## src/rtl/dvfs_pkg.sv

```systemverilog
package dvfs_pkg;

  localparam int LVL_W = 2;
  localparam int MV_W  = 11;
  localparam int CFG_W = 32;

  typedef enum logic [3:0] {
    ST_IDLE,
    ST_VOLT,
    ST_DIV_WR,
    ST_DIV_WAIT,
    ST_S_WR,
    ST_WAIT_ALT,
    ST_LT_WR,
    ST_PMS_WR,
    ST_WAIT_LOCK,
    ST_WAIT_MAIN,
    ST_FINISH
  } seq_st_t;

  function automatic logic [9:0] lvl_mul(input logic [LVL_W-1:0] l);
    return (l == '0) ? 10'd250 : 10'd200;
  endfunction

  function automatic logic [5:0] lvl_pre(input logic [LVL_W-1:0] l);
    return (l == '0) ? 6'd6 : 6'd6;
  endfunction

  function automatic logic [2:0] lvl_post(input logic [LVL_W-1:0] l);
    case (l)
      2'd2:    return 3'd2;
      2'd3:    return 3'd4;
      default: return 3'd1;
    endcase
  endfunction

  function automatic logic [MV_W-1:0] lvl_arm_mv(input logic [LVL_W-1:0] l);
    case (l)
      2'd0:    return 11'd1200;
      2'd1:    return 11'd1100;
      2'd2:    return 11'd1000;
      default: return 11'd900;
    endcase
  endfunction

  function automatic logic [MV_W-1:0] lvl_int_mv(input logic [LVL_W-1:0] l);
    return (l < 2'd2) ? 11'd1100 : 11'd1000;
  endfunction

  function automatic logic [CFG_W-1:0] lvl_word(input logic [LVL_W-1:0] l);
    logic [CFG_W-1:0] w;
    w = '0;
    w[25:16] = lvl_mul(l);
    w[13:8]  = lvl_pre(l);
    w[2:0]   = lvl_post(l);
    return w;
  endfunction

  // First state of a clock step: divider write, full relock or post-divider rewrite
  function automatic seq_st_t step_entry(input logic div_now, input logic full_relock);
    if (div_now)          return ST_DIV_WR;
    else if (full_relock) return ST_WAIT_ALT;
    else                  return ST_S_WR;
  endfunction

endpackage

```

## src/rtl/dvfs_lvl_tab.sv

```systemverilog
module dvfs_lvl_tab
  import dvfs_pkg::*;
(
  input  logic [LVL_W-1:0] lvl,
  output logic [CFG_W-1:0] word,
  output logic [2:0]       post,
  output logic [MV_W-1:0]  arm_mv,
  output logic [MV_W-1:0]  int_mv
);
  always_comb begin
    word   = lvl_word(lvl);
    post   = lvl_post(lvl);
    arm_mv = lvl_arm_mv(lvl);
    int_mv = lvl_int_mv(lvl);
  end
endmodule

```

## src/rtl/dvfs_tmo.sv

```systemverilog
module dvfs_tmo #(
  parameter int CNT_W = 16
) (
  input  logic             clk,
  input  logic             rst_n,
  input  logic             restart,
  input  logic             run,
  input  logic [CNT_W-1:0] limit,
  output logic             expired
);
  localparam logic [CNT_W-1:0] CNT_MAX = {CNT_W{1'b1}};

  logic [CNT_W-1:0] cnt;

  always_ff @(posedge clk or negedge rst_n) begin
    if (!rst_n)                    cnt <= '0;
    else if (restart)              cnt <= '0;
    else if (run && cnt != CNT_MAX) cnt <= cnt + 1'b1;
  end

  assign expired = run && (cnt >= limit);
endmodule

```

## src/rtl/dvfs_seq.sv

```systemverilog
module dvfs_seq
  import dvfs_pkg::*;
#(
  parameter int RST_LEVEL = 3,
  parameter int CNT_W     = 16,
  parameter int LT_W      = 16,
  parameter int LT_VAL    = 270
) (
  input  logic             clk,
  input  logic             rst_n,
  input  logic [CNT_W-1:0] tmo_cycles,
  input  logic             req_valid,
  output logic             req_ready,
  input  logic [1:0]       req_level,
  output logic             done,
  output logic [1:0]       cur_level,
  output logic             err,
  output logic             vset_valid,
  input  logic             vset_ready,
  output logic [10:0]      vset_arm_mv,
  output logic [10:0]      vset_int_mv,
  output logic             div_wr,
  output logic [1:0]       div_level,
  input  logic             div_busy,
  output logic [31:0]      pll_cfg,
  output logic             pll_wr,
  output logic             lt_wr,
  output logic [LT_W-1:0]  lt_value,
  input  logic             pll_lock,
  output logic             mux_alt,
  input  logic [2:0]       mux_stat
);
  localparam logic [LVL_W-1:0] RST_LVL  = LVL_W'(RST_LEVEL);
  localparam logic [2:0]       STAT_MAIN = 3'd1;
  localparam logic [2:0]       STAT_ALT  = 3'd2;

  seq_st_t          state, nxt;
  logic [LVL_W-1:0] cur, tgt, src;
  logic             up, stage;
  logic             mux_q, err_q;
  logic [CFG_W-1:0] cfg_q;
  logic [MV_W-1:0]  arm_q, int_q;

  logic             step_done, abort, expired, in_wait;
  logic             full, req_full;
  logic [LVL_W-1:0] tab_lvl;
  logic [CFG_W-1:0] tab_word;
  logic [2:0]       tab_post;
  logic [MV_W-1:0]  tab_arm, tab_int;

  assign tab_lvl = (state == ST_IDLE) ? req_level : tgt;

  dvfs_lvl_tab u_tab (
    .lvl    (tab_lvl),
    .word   (tab_word),
    .post   (tab_post),
    .arm_mv (tab_arm),
    .int_mv (tab_int)
  );

  assign in_wait = (state == ST_VOLT) || (state == ST_DIV_WAIT) ||
                   (state == ST_WAIT_ALT) || (state == ST_WAIT_LOCK) ||
                   (state == ST_WAIT_MAIN);

  dvfs_tmo #(.CNT_W(CNT_W)) u_tmo (
    .clk     (clk),
    .rst_n   (rst_n),
    .restart (nxt != state),
    .run     (in_wait),
    .limit   (tmo_cycles),
    .expired (expired)
  );

  assign full     = (src == '0) || (tgt == '0);
  assign req_full = (cur == '0) || (req_level == '0);

  always_comb begin
    nxt       = state;
    step_done = 1'b0;
    abort     = 1'b0;
    case (state)
      ST_IDLE: begin
        if (req_valid) begin
          if (req_level == cur)     nxt = ST_FINISH;
          else if (req_level < cur) nxt = ST_VOLT;
          else                      nxt = step_entry(1'b0, req_full);
        end
      end
      ST_VOLT: begin
        if (vset_ready) nxt = up ? step_entry(1'b1, full) : ST_FINISH;
        else if (expired) abort = 1'b1;
      end
      ST_DIV_WR:   nxt = ST_DIV_WAIT;
      ST_DIV_WAIT: begin
        if (!div_busy)    step_done = 1'b1;
        else if (expired) abort = 1'b1;
      end
      ST_S_WR:     step_done = 1'b1;
      ST_WAIT_ALT: begin
        if (mux_stat == STAT_ALT) nxt = ST_LT_WR;
        else if (expired)         abort = 1'b1;
      end
      ST_LT_WR:    nxt = ST_PMS_WR;
      ST_PMS_WR:   nxt = ST_WAIT_LOCK;
      ST_WAIT_LOCK: begin
        if (pll_lock)     nxt = ST_WAIT_MAIN;
        else if (expired) abort = 1'b1;
      end
      ST_WAIT_MAIN: begin
        if (mux_stat == STAT_MAIN) step_done = 1'b1;
        else if (expired)          abort = 1'b1;
      end
      ST_FINISH:   nxt = ST_IDLE;
      default:     nxt = ST_IDLE;
    endcase
    if (step_done) begin
      // first step done: run the other kind; second done: finish or lower voltage
      if (!stage) nxt = step_entry(!up, full);
      else        nxt = up ? ST_FINISH : ST_VOLT;
    end
    if (abort) nxt = ST_IDLE;
  end

  always_ff @(posedge clk or negedge rst_n) begin
    if (!rst_n) begin
      state <= ST_IDLE;
      cur   <= RST_LVL;
      tgt   <= RST_LVL;
      src   <= RST_LVL;
      up    <= 1'b0;
      stage <= 1'b0;
      mux_q <= 1'b0;
      err_q <= 1'b0;
      cfg_q <= lvl_word(RST_LVL);
      arm_q <= lvl_arm_mv(RST_LVL);
      int_q <= lvl_int_mv(RST_LVL);
    end else begin
      state <= nxt;
      if (state == ST_IDLE && req_valid) begin
        tgt   <= req_level;
        src   <= cur;
        up    <= (req_level < cur);
        stage <= 1'b0;
      end
      if (step_done && !stage) stage <= 1'b1;
      if (nxt == ST_VOLT && state != ST_VOLT) begin
        arm_q <= tab_arm;
        int_q <= tab_int;
      end
      if (nxt == ST_S_WR)   cfg_q[2:0] <= tab_post;
      if (nxt == ST_PMS_WR) cfg_q      <= tab_word;
      if (nxt == ST_WAIT_ALT && state != ST_WAIT_ALT)   mux_q <= 1'b1;
      if (nxt == ST_WAIT_MAIN && state != ST_WAIT_MAIN) mux_q <= 1'b0;
      if (state == ST_FINISH) cur <= tgt;
      if (abort) err_q <= 1'b1;
    end
  end

  assign req_ready   = (state == ST_IDLE);
  assign done        = (state == ST_FINISH);
  assign cur_level   = cur;
  assign err         = err_q;
  assign vset_valid  = (state == ST_VOLT);
  assign vset_arm_mv = arm_q;
  assign vset_int_mv = int_q;
  assign div_wr      = (state == ST_DIV_WR);
  assign div_level   = tgt;
  assign pll_cfg     = cfg_q;
  assign pll_wr      = (state == ST_PMS_WR) || (state == ST_S_WR);
  assign lt_wr       = (state == ST_LT_WR);
  assign lt_value    = LT_W'(LT_VAL);
  assign mux_alt     = mux_q;
endmodule

```

## config.mk

```make
export PLATFORM = sky130hd
export DESIGN_NAME = dvfs_seq
export DESIGN_NICKNAME = d
export VERILOG_FILES = /design/src/rtl/dvfs_pkg.sv /design/src/rtl/dvfs_lvl_tab.sv /design/src/rtl/dvfs_tmo.sv /design/src/rtl/dvfs_seq.sv
export SDC_FILE = /design/constraint.sdc
export NUM_CORES = 1
export LEC_CHECK = 0
export ABC_AREA = 1
export BUFFER_PORTS_ARGS = -buffer_cell sky130_fd_sc_hd__clkbuf_2
export CORE_MARGIN = 5
export CORE_UTILIZATION = 37
export DETAILED_ROUTE_END_ITERATION = 6
export PLACE_DENSITY_LB_ADDON = 0.15
export SLEW_MARGIN = 20
export SYNTH_ARGS = -nofsm -noshare
export SYNTH_HDL_FRONTEND = slang
export SYNTH_SLANG_ARGS = --single-unit
```

## constraint.sdc

```tcl
create_clock -name clk -period 2.25 [get_ports clk]
set_input_delay 0.225 -clock clk [delete_from_list [all_inputs] [get_ports clk]]
set_output_delay 0.225 -clock clk [all_outputs]
set_load 0.03 [all_outputs]
```

==> run metrics, run 1 <==
static leakage 2.29 nW; Comb pwr share 68.8%; switching power 0.00307 W; failing checks setup timing; WHS Endpoint div_level[0]$_DFFE_PN1P_; r2r setup slk -0.008 ns; Via density 4.32; Initial Util 37.7%; chip height 107 microns; reg2reg start cur_level[1]$_DFFE_PN1P_; Root Driver clkbuf_8; Nets 610; register area share after synthesis 30.7%; drc violations 0; Die X-Extent 107 microns; Setup crit start kind register; final hold slack 0.181 ns; commonest cells after routing, fill and taps aside nand2_1 (88), clkbuf_2 (59), inv_1 (56), conb_1 (49), buf_4 (40); initial antenna violation count 0; CTS tree done; Wirelength per Cell 11.8 microns; Hold Path Class in -> reg; EDFF count, synth 0; cells after synthesis 458; Max-slew headroom 66.1%; worst endpoint required time 2.48 ns; GRT overflow 0; Final Non-Filler Cells 670; clk sink count 42; max-cap violations 0; ant diodes 0; core area 0.00920 sq mm; GRT Util Overall 13.0%; FF-to-FF End u_tmo.cnt[6]$_DFFE_PN0P_; routability congestion estimate 0.886; maximum clock path buffer count 2; crit path max fanout 8; Synth Warn # 0; CP Class reg -> reg; CTS clock-pin slew for the worst setup and hold paths 0.08 ns; Syn-to-layout area delta 25.2%; Clk pwr share 9.4%; Max Slew Vio Count 0; HPWL Detailed 6070 microns; # placed instances 639; Least-Margin Pin Slew 0.508 ns; Async S/R FF share, synth 100%; period utilization 100%; Die ar. 0.0114 sq mm; vias 2,895; Post-DRT Antenna Nets 0; mapped cell area 0.00347 sq mm; final wirelength 7930 microns; Setup TNS -0.00770 ns; Cell Rows 35; Final Power 0.00560 W; Port Buffers 59; Final WS setup -0.00770 ns; hold path depth 3; final setup vio count 1; Synth cell types 34; critical path arrival 2.49 ns; Ports 109; switching share of power 54.9%; #FFs+latches synth 42; Skew-Pair Late Insertion Delay 0.30 ns; hold path startpoint req_level[0]; number of global-route vias before repair 2,659; endpoint class of the critical path register; layout cells sized above 1 37.2%; Syn Area/Cell 7.57 sq um; Power Density 1290 mW/mm^2; first drt pass iteration count 5; largest net degree at the start of global routing 25; H-tree depth 2; Num CTS Buffers 5; clock skew 0.00662 ns; Tmin final 2.26 ns; Worst IR Drop VDD 0.751 mV; P_int 0.00253 W; Reg power frac 21.8%; Final Hold Vio Count 0; initial drt markers 117; reg2reg path depth 14; status complete, but fails checks; first-pass GRT wire length 12,100 microns; Most used DFF post-synth dfrtp_1; Fmax achieved 0.443 GHz; unrepaired setup endpoints after global routing true; most common cell after layout, fill and taps aside nand2_1
-- kinds of logic (layout without fill, tap and decap cells) --
family | after synthesis | after routing | share of synthesized area [%]
simple gates | 206 | 207 | 28.7
buf+inv | 126 | 179 | 20.5
compound gates | 42 | 42 | 7.00
flops | 42 | 42 | 30.7
fa+ha+maj | 25 | 25 | 9.03
xor+xnor | 15 | 15 | 3.79
other cells | 2 | 49 | 0.217
-- worst max path at each step --
| stage | from | endpoint | cells past startpoint |
|---|---|---|---|
| after CTS | cur_level[1]$_DFFE_PN1P_ | u_tmo.cnt[15]$_DFFE_PN0P_ | 14 |
| after floorplan | cur_level[1]$_DFFE_PN1P_ | u_tmo.cnt[13]$_DFFE_PN0P_ | 14 |
| after global routing | cur_level[1]$_DFFE_PN1P_ | u_tmo.cnt[5]$_DFFE_PN0P_ | 14 |
| after detailed placement | cur_level[1]$_DFFE_PN1P_ | u_tmo.cnt[6]$_DFFE_PN0P_ | 14 |
| final | cur_level[1]$_DFFE_PN1P_ | u_tmo.cnt[6]$_DFFE_PN0P_ | 14 |
| after global placement | u_tmo.cnt[11]$_DFFE_PN0P_ | pll_cfg[1]$_DFFE_PN0P_ | 13 |
-- worst max-delay path: stages (launching register included) --
cell and delay [ns]:
dfstp_2 0.54, inv_2 0.05, ha_4 0.27, inv_2 0.03
o21bai_1 0.18, buf_4 0.16, nand3_4 0.05, o21ai_2 0.06
o21a_4 0.18, nand2_4 0.06, nand2_2 0.06, nand2_2 0.07
nor2_4 0.19, nand2_4 0.15, nor2_1 0.13
-- state kept, by name (all words and copies together), names as in the netlist --
signal and count:
stage 1, mux_alt 1, state 4, div_level 2
err 1, src 2, vset_arm_mv 6, cur_level 2
pll_cfg 4, u_tmo.cnt 16, up 1, vset_int_mv 2
-- layout make-up --
| type | instances | area [sq um] |
|---|---|---|
| inverters | 66 | 251 |
| well taps | 111 | 139 |
| multi-input cells | 338 | 2110 |
| repair buffers | 104 | 668 |
| clock inverters | 2 | 12.5 |
| repair inverters | 1 | 7.51 |
| clock buffers | 6 | 82.6 |
| fillers | 958 | 4860 |
| flip-flops and latches | 42 | 1070 |
-- stage by stage --
stage               utilization, %  worst slack, ns  cell area (sq um)
CTS                           42.9           0.0106               3950
floorplan                        -           0.0502               3640
global route                  47.2           -0.126               4340
detailed placement            41.4         -0.00315               3810
finish                        47.2         -0.00770               4340
global placement              41.4           0.0383               3810
-- synth_stat cells (all sizes together), types with 2 or more instances --
| cell type | count | area [sq um] |
|---|---|---|
| buf | 60 | 463 |
| conb | 2 | 7.51 |
| dfstp | 11 | 289 |
| xor2 | 12 | 105 |
| xnor2 | 3 | 26.3 |
| nor3 | 5 | 25.0 |
| inv | 64 | 240 |
| nand3 | 23 | 133 |
| o21ai | 23 | 123 |
| ha | 25 | 313 |
| nor4 | 2 | 12.5 |
| o21a | 3 | 30.0 |
| nand4 | 6 | 37.5 |
| a21oi | 12 | 60.1 |
| dfrtp | 31 | 776 |
| clkinv | 2 | 7.51 |
| o21bai | 2 | 15.0 |
| nor2 | 55 | 294 |
| nand2 | 113 | 479 |
-- timing repair --
item                                    in CTS  in global routing
setup buffers                                0                 20
endpoints found under the setup margin      12                 29
gates cloned                                 1                  1
hold buffers                                 1                  0
resized for setup                            5                 51
endpoints found under the hold margin       10                  0
pin swaps                                    1                 24
-- power groups by stage --
stage | clock network, W | registers, W | logic [W]
after floorplan | 0 | 0.00146 | 0.00242
after CTS | 0.000554 | 0.00121 | 0.00350
final | 0.000526 | 0.00122 | 0.00385
after global placement | 0 | 0.00121 | 0.00334
after detailed placement | 0 | 0.00122 | 0.00335
after global routing | 0.000588 | 0.00125 | 0.00424
-- layer usage --
metal / up-vias / global-route usage, % / share of wire, %
li1: 1522 / - / -
met1: 1299 / 17.0 / 44
met2: 66 / 22.3 / 51
met3: 8 / 2.77 / 4.4
met4: 0 / 2.47 / 0.88
met5: - / 0 / 0
No activity file was read; power rests on OpenSTA's default activity.
==> run 2: changes to the inputs <==
Settings changed: CORE_MARGIN 5 to default.
Clock period 2.25 ns to 2.8 ns, I/O delays scaled along.
==> run 2 against run 1 <==
The run now ends clean. Register-to-register slack better by 0.44 ns. Non-clock buffer count down 41. Wire length down 12%. Critical path type unchanged. Largest cell class unchanged. Highest routed layer unchanged.
==> run metrics, run 2 (synthesis results as in run 1) <==
Core Util, Final 42.0% (-5.2 points); Die X-Extent 98.8 microns (-7.5%); Initial Util 39.0% (+1.3 points); most common cell after layout, fill and taps aside nand2_1; core area 0.00889 sq mm (-3.3%); clock skew 0.0115 ns (+0.00485 ns); final setup vio count 0 (-1); Die ar. 0.00976 sq mm (-14%); crit path max fanout 11 (+3); Hold Path Class in -> async; Num CTS Buffers 5 (unchanged); Worst IR Drop VDD 0.562 mV (-25%); first-pass GRT wire length 11,400 microns (-5.6%); commonest cells after routing, fill and taps aside nand2_1 (99), inv_1 (60), clkbuf_2 (59), conb_1 (49), nor2_1 (36); unrepaired setup endpoints after global routing false; Nets 567 (-7.0%); Final Hold Vio Count 0 (unchanged); chip height 98.8 microns (-7.5%); status completed; Cell Rows 34 (-2.9%); Tmin final 2.36 ns (+0.106 ns); Least-Margin Pin Slew 0.689 ns (+0.181 ns); layout cells sized above 1 24.0% (-13 points); largest net degree at the start of global routing 29 (+16%); fillers 948 (-1.0%); Port Buffers 59 (unchanged); CTS tree done; switching power 0.00219 W (-29%); max-cap violations 0 (unchanged); # hold bufs at CTS 0 (-1); Setup TNS 0 ns (+0.00770 ns); static leakage 2.05 nW (-10%); period utilization 84.4% (-16 points); Via density 4.41 (+2.1%); GRT overflow 0 (unchanged); Setup crit start kind register; Syn-to-layout area delta 7.65%; Fmax achieved 0.423 GHz (-4.5%); routability congestion estimate 0.886 (about the same); Comb pwr share 65.0% (-3.8 points); maximum clock path buffer count 2 (unchanged); P_int 0.00170 W (-33%); max reg flops 16 (unchanged); H-tree depth 2 (unchanged); Reg power frac 24.9% (+3.1 points); critical path arrival 2.56 ns (+0.07 ns); Power Density 1040 mW/mm^2 (-19%); Reg with most FFs u_tmo.cnt; number of gates resized after CTS 0 (-5); first drt pass iteration count 4 (-1); Ports 109 (unchanged); CTS clock-pin slew for the worst setup and hold paths 0.08 ns (about the same); Post-DRT Antenna Nets 0 (unchanged); endpoint class of the critical path register; Max Slew Vio Count 0 (unchanged); r2r setup slk 0.44 ns (+0.44 ns); Wirelength per Cell 11.2 microns (-5.7%); CP Class reg -> reg; post-CTS setup buffer count 0 (unchanged); ant diodes 0 (unchanged); vias 2,753 (-4.9%); initial antenna violation count 0 (unchanged); Clk pwr share 10.2% (+0.8 points); HPWL Detailed 5690 microns (-6.4%); Max-slew headroom 54.1% (-12 points); final wirelength 6960 microns (-12%); worst endpoint required time 2.99 ns (+0.51 ns); number of global-route vias before repair 2,522 (-5.2%); Root Driver clkbuf_8; drc violations 0 (unchanged); GRT Util Overall 14.7% (+1.7 points); clk sink count 42 (unchanged); switching share of power 56.3% (+1.4 points); initial drt markers 71 (-39%); Skew-Pair Late Insertion Delay 0.30 ns (about the same)
[run 2: cell count changes in the layout (fill, tap and decap cells not counted), moves of 4 or more]
cell / change
buf_4: -36
nand2_1: +11
ha_1: +8
ha_4: -8
nand2_2: -8
nand3_1: +5
nor2_1: +5
inv_1: +4
inv_2: -4
nand3_2: -4
[run 2: path summary, 6_finish.rpt]
path / start / to / cells after the start
worst max-delay path: cur_level[1]$_DFFE_PN1P_ / vset_int_mv[2]$_DFFE_PN0P_ / 13
worst max register to register: cur_level[1]$_DFFE_PN1P_ / vset_int_mv[2]$_DFFE_PN0P_ / 13
worst min register to register: pll_cfg[2]$_DFFE_PN1P_ / pll_cfg[2]$_DFFE_PN1P_ / 2
min in group clk: req_level[1] / div_level[1]$_DFFE_PN1P_ / 3
max in group asynchronous: rst_n / src[1]$_DFFE_PN1P_ / 2
worst min-delay path: rst_n / vset_arm_mv[4]$_DFFE_PN0P_ / 1
[run 2: layer usage]
| metal | wire (microns) | global-route usage (%) | up-vias | share of wire (%) |
|---|---|---|---|---|
| li1 | - | - | 1435 | - |
| met1 | 3250 | 18.8 | 1249 | 47 |
| met2 | 3420 | 25.7 | 63 | 49 |
| met3 | 234 | 2.41 | 6 | 3.4 |
| met4 | 56 | 4.13 | 0 | 0.80 |
| met5 | 0 | 0 | - | 0 |
[run 2: worst max-delay path, cell delays in order, from the launching register on]
cell,delay [ns]
dfstp_2,0.54
inv_1,0.07
ha_1,0.29
nand3_1,0.14
o21ai_0,0.10
nand2_1,0.09
nand4_1,0.09
nand2_1,0.08
nand2_2,0.06
inv_1,0.07
nand3_2,0.21
nor2_4,0.27
nand2_1,0.13
o21a_1,0.13
[run 2: through the flow]
stage	total power [W]	worst slack (ns)	area (sq um)	instances	hold slack, ns
global placement	0.00351	0.395	3640	616	0.363
floorplan	0.00311	0.600	3640	505	-0.0156
detailed placement	0.00351	0.281	3640	616	0.363
global route	0.00424	0.173	3730	624	0.0569
CTS	0.00393	0.253	3730	624	0.0296
finish	0.00389	0.436	3730	624	0.00493
[run 2: cell type report]
type	instances	area, sq um	area share [%]
timing repair buffer	63	325	8.72
inverter	66	248	6.64
sequential	42	1060	28.5
clock inverter	2	13.8	0.369
clock buffer	6	72.6	1.95
multi-input combinational	337	1870	50.2
tap	108	135	3.62
[run 2: power groups by stage]
stage               registers (W)  logic [W]  clock network (W)
finish                   0.000967    0.00252           0.000395
global placement         0.000980    0.00253                  0
floorplan                 0.00117    0.00194                  0
global route             0.000991    0.00281           0.000434
detailed placement       0.000978    0.00253                  0
CTS                      0.000969    0.00254           0.000415
==> run 3: changes to the inputs <==
Settings changed: ABC_AREA 1 to 0.
Clock period 2.8 ns to 2.2 ns, I/O delays scaled along.
==> run 3 against run 2 <==
The run now ends with setup timing left. Clock skew is 0.0053 ns lower. Critical path type unchanged. Largest cell class unchanged. Sequential cell count unchanged. Highest routed layer unchanged. Sequential share of layout area shrank 6.3 points. Sequential power rose by 30%.
==> run metrics, run 3 <==
register area share after synthesis 30.8% (+0.056 points); layout cells sized above 1 48.1% (+24 points); Wirelength per Cell 13.8 microns (+23%); drc violations 0 (unchanged); crit path max fanout 8 (-3); Cell Rows 34 (unchanged); routability congestion estimate 0.847 (-4.4%); Ports 109 (unchanged); mapped cell area 0.00346 sq mm (-0.18%); CTS clock-pin slew for the worst setup and hold paths 0.09 ns (about the same); cell with the most instances after synthesis buf_4; Num CTS Buffers 5 (unchanged); static leakage 2.45 nW (+20%); initial antenna violation count 0 (unchanged); period utilization 127% (+42 points); initial drt markers 192 (+170%); most common cell after layout, fill and taps aside buf_4; Max Slew Vio Count 0 (unchanged); Synth top area share 22.4% (+0.040 points); Async S/R FF share, synth 100% (unchanged); cell type with the largest total area after synthesis dfrtp_1; clock skew 0.00612 ns (-0.00535 ns); Hold Path Class in -> reg; max reg flops 16 (unchanged); Power Density 1450 mW/mm^2 (+40%); status complete, but fails checks; Core Util, Final 54.0% (+12 points); Synth Warn # 0 (unchanged); #FFs+latches synth 42 (unchanged); critical path arrival 2.98 ns (+0.42 ns); final wirelength 8700 microns (+25%); Top Metal Used met4; Final WS setup -0.583 ns (-1.02 ns); GRT overflow 0 (unchanged); vias 3,069 (+11%); GRT Util Overall 18.3% (+3.6 points); commonest cells after routing, fill and taps aside buf_4 (88), clkbuf_2 (59), conb_1 (49), dfrtp_1 (29); HPWL Detailed 6540 microns (+15%); Skew-Pair Late Insertion Delay 0.30 ns (about the same); clk sink count 42 (unchanged); maximum clock path buffer count 2 (unchanged); final setup vio count 29 (+29); Setup TNS -14.76 ns (-14.76 ns); Post-DRT Antenna Nets 0 (unchanged); Reg with most FFs u_tmo.cnt; Most used DFF post-synth dfrtp_1; Setup crit start kind register; Root Driver clkbuf_8; Tmin final 2.78 ns (+0.419 ns); number of global-route vias before repair 2,915 (+16%); EDFF count, synth 0 (unchanged); Port Buffers 59 (unchanged); CTS tree done; unrepaired setup endpoints after global routing true; cells after synthesis 373 (-19%); Synth cell types 68 (+100%); CP Class reg -> reg; endpoint class of the critical path register; H-tree depth 2 (unchanged); Final Hold Vio Count 0 (unchanged); Syn-to-layout area delta 38.7%; Fmax achieved 0.359 GHz (-15%); Synth area leaders dfrtp_1 (22%), buf_4 (13%), ha_1 (9.0%); failing checks setup timing; WL met1 4220 microns (+30%); first drt pass iteration count 4 (unchanged); largest net degree at the start of global routing 28 (-3.4%); metal3 WL 385 microns (+65%); Die X-Extent 98.7 microns (about the same); Nets 575 (+1.4%); Syn Area/Cell 9.27 sq um (+23%); Met2 Wirelength 4020 microns (+17%); max-cap violations 0 (unchanged); Die ar. 0.00974 sq mm (-0.18%); worst endpoint required time 2.39 ns (-0.60 ns); ant diodes 0 (unchanged); chip height 98.7 microns (about the same); core area 0.00889 sq mm (unchanged); Synth top cells by count buf_4 (60), dfrtp_1 (31), ha_1 (25), inv_1 (25), nor2_1 (21); Via density 4.86 (+10%); first-pass GRT wire length 14,300 microns (+25%); Worst IR Drop VDD 0.657 mV (+17%); Initial Util 38.9% (-0.070 points)
## run 3: cell types whose count changed after synthesis, sizes merged, moves of 8 or more
cell / change
and3: +11
nand2b: +8
nand2: -93
nor2: -23
mux2: +14
inv: -39
o21ai: -13
nand3: -15
## run 3: cells by family (layout without fill, tap and decap cells)
kind of cell    Yosys count  in the layout  synth area share (%)
buf+inv                  95            198                  17.7
other cells               2             49                 0.217
fa+ha+maj                25             25                  9.04
compound gates           60             61                  13.0
simple gates            117            117                  19.3
xor+xnor                 16             16                  4.05
mux                      16             16                  5.90
flops                    42             42                  30.8
## run 3: through the flow
stage | instances | power [W] | setup slack (ns) | area [sq um] | hold WS [ns]
after CTS | 627 | 0.00659 | -0.604 | 4620 | 0.264
after global routing | 632 | 0.00743 | -0.689 | 4800 | 0.323
after detailed placement | 608 | 0.00539 | -0.769 | 4280 | 0.198
after global placement | 608 | 0.00534 | -0.758 | 4280 | 0.199
final | 632 | 0.00697 | -0.583 | 4800 | 0.276
after floorplan | 420 | 0.00405 | -0.548 | 3680 | -0.0756
## run 3: worst max-delay path: stages (launching register included)
cell	delay, ns
dfrtp_1	0.41
buf_6	0.14
or4_4	0.56
clkinv_8	0.06
and3_4	0.17
a211oi_2	0.09
o22a_1	0.23
nor2_4	0.10
or4b_4	0.57
mux2_4	0.33
## run 3: report_power, final
part	internal, W	total, W	switching, W
clock	0.000338	0.000646	0.000308
combinational	0.00238	0.00507	0.00269
sequential	0.00107	0.00126	0.000183
## run 3: cell type report
cell class	count	area, sq um
multi-input combinational	284	2220
sequential	42	1070
fill	805	4090
inverter	26	110
clock inverter	3	45.0
clock buffer	5	68.8
timing repair buffer	164	1150
tap	108	135
## run 3: final timing paths
kind                                                   end  cells past startpoint  slack [ns]                  startpoint
worst max-delay path            vset_arm_mv[5]$_DFFE_PN0P_                      9       -0.58          state[2]$_DFF_PN0_
worst min-delay path              div_level[0]$_DFFE_PN1P_                      4        0.28                req_level[0]
worst max register to register  vset_arm_mv[5]$_DFFE_PN0P_                      9       -0.58          state[2]$_DFF_PN0_
worst min register to register  vset_arm_mv[7]$_DFFE_PN1P_                      2        0.48  vset_arm_mv[7]$_DFFE_PN1P_
max in group asynchronous       vset_arm_mv[7]$_DFFE_PN1P_                      3        1.21                       rst_n
min in group asynchronous               state[1]$_DFF_PN0_                      2        0.40                       rst_n
## run 3: repair_timing
action,in CTS,in global routing
setup endpoints to repair,30,30
pin swaps,12,15
buffers inserted,9,6
endpoints found under the hold margin,10,0
gates resized for setup,26,35
hold buffers,1,0
cloned,1,1
## run 3: metal layers
metal | up-vias | track usage (%)
met5 | - | 0
met4 | 0 | 3.79
met3 | 8 | 1.91
met2 | 98 | 30.0
met1 | 1457 | 26.2
li1 | 1506 | -
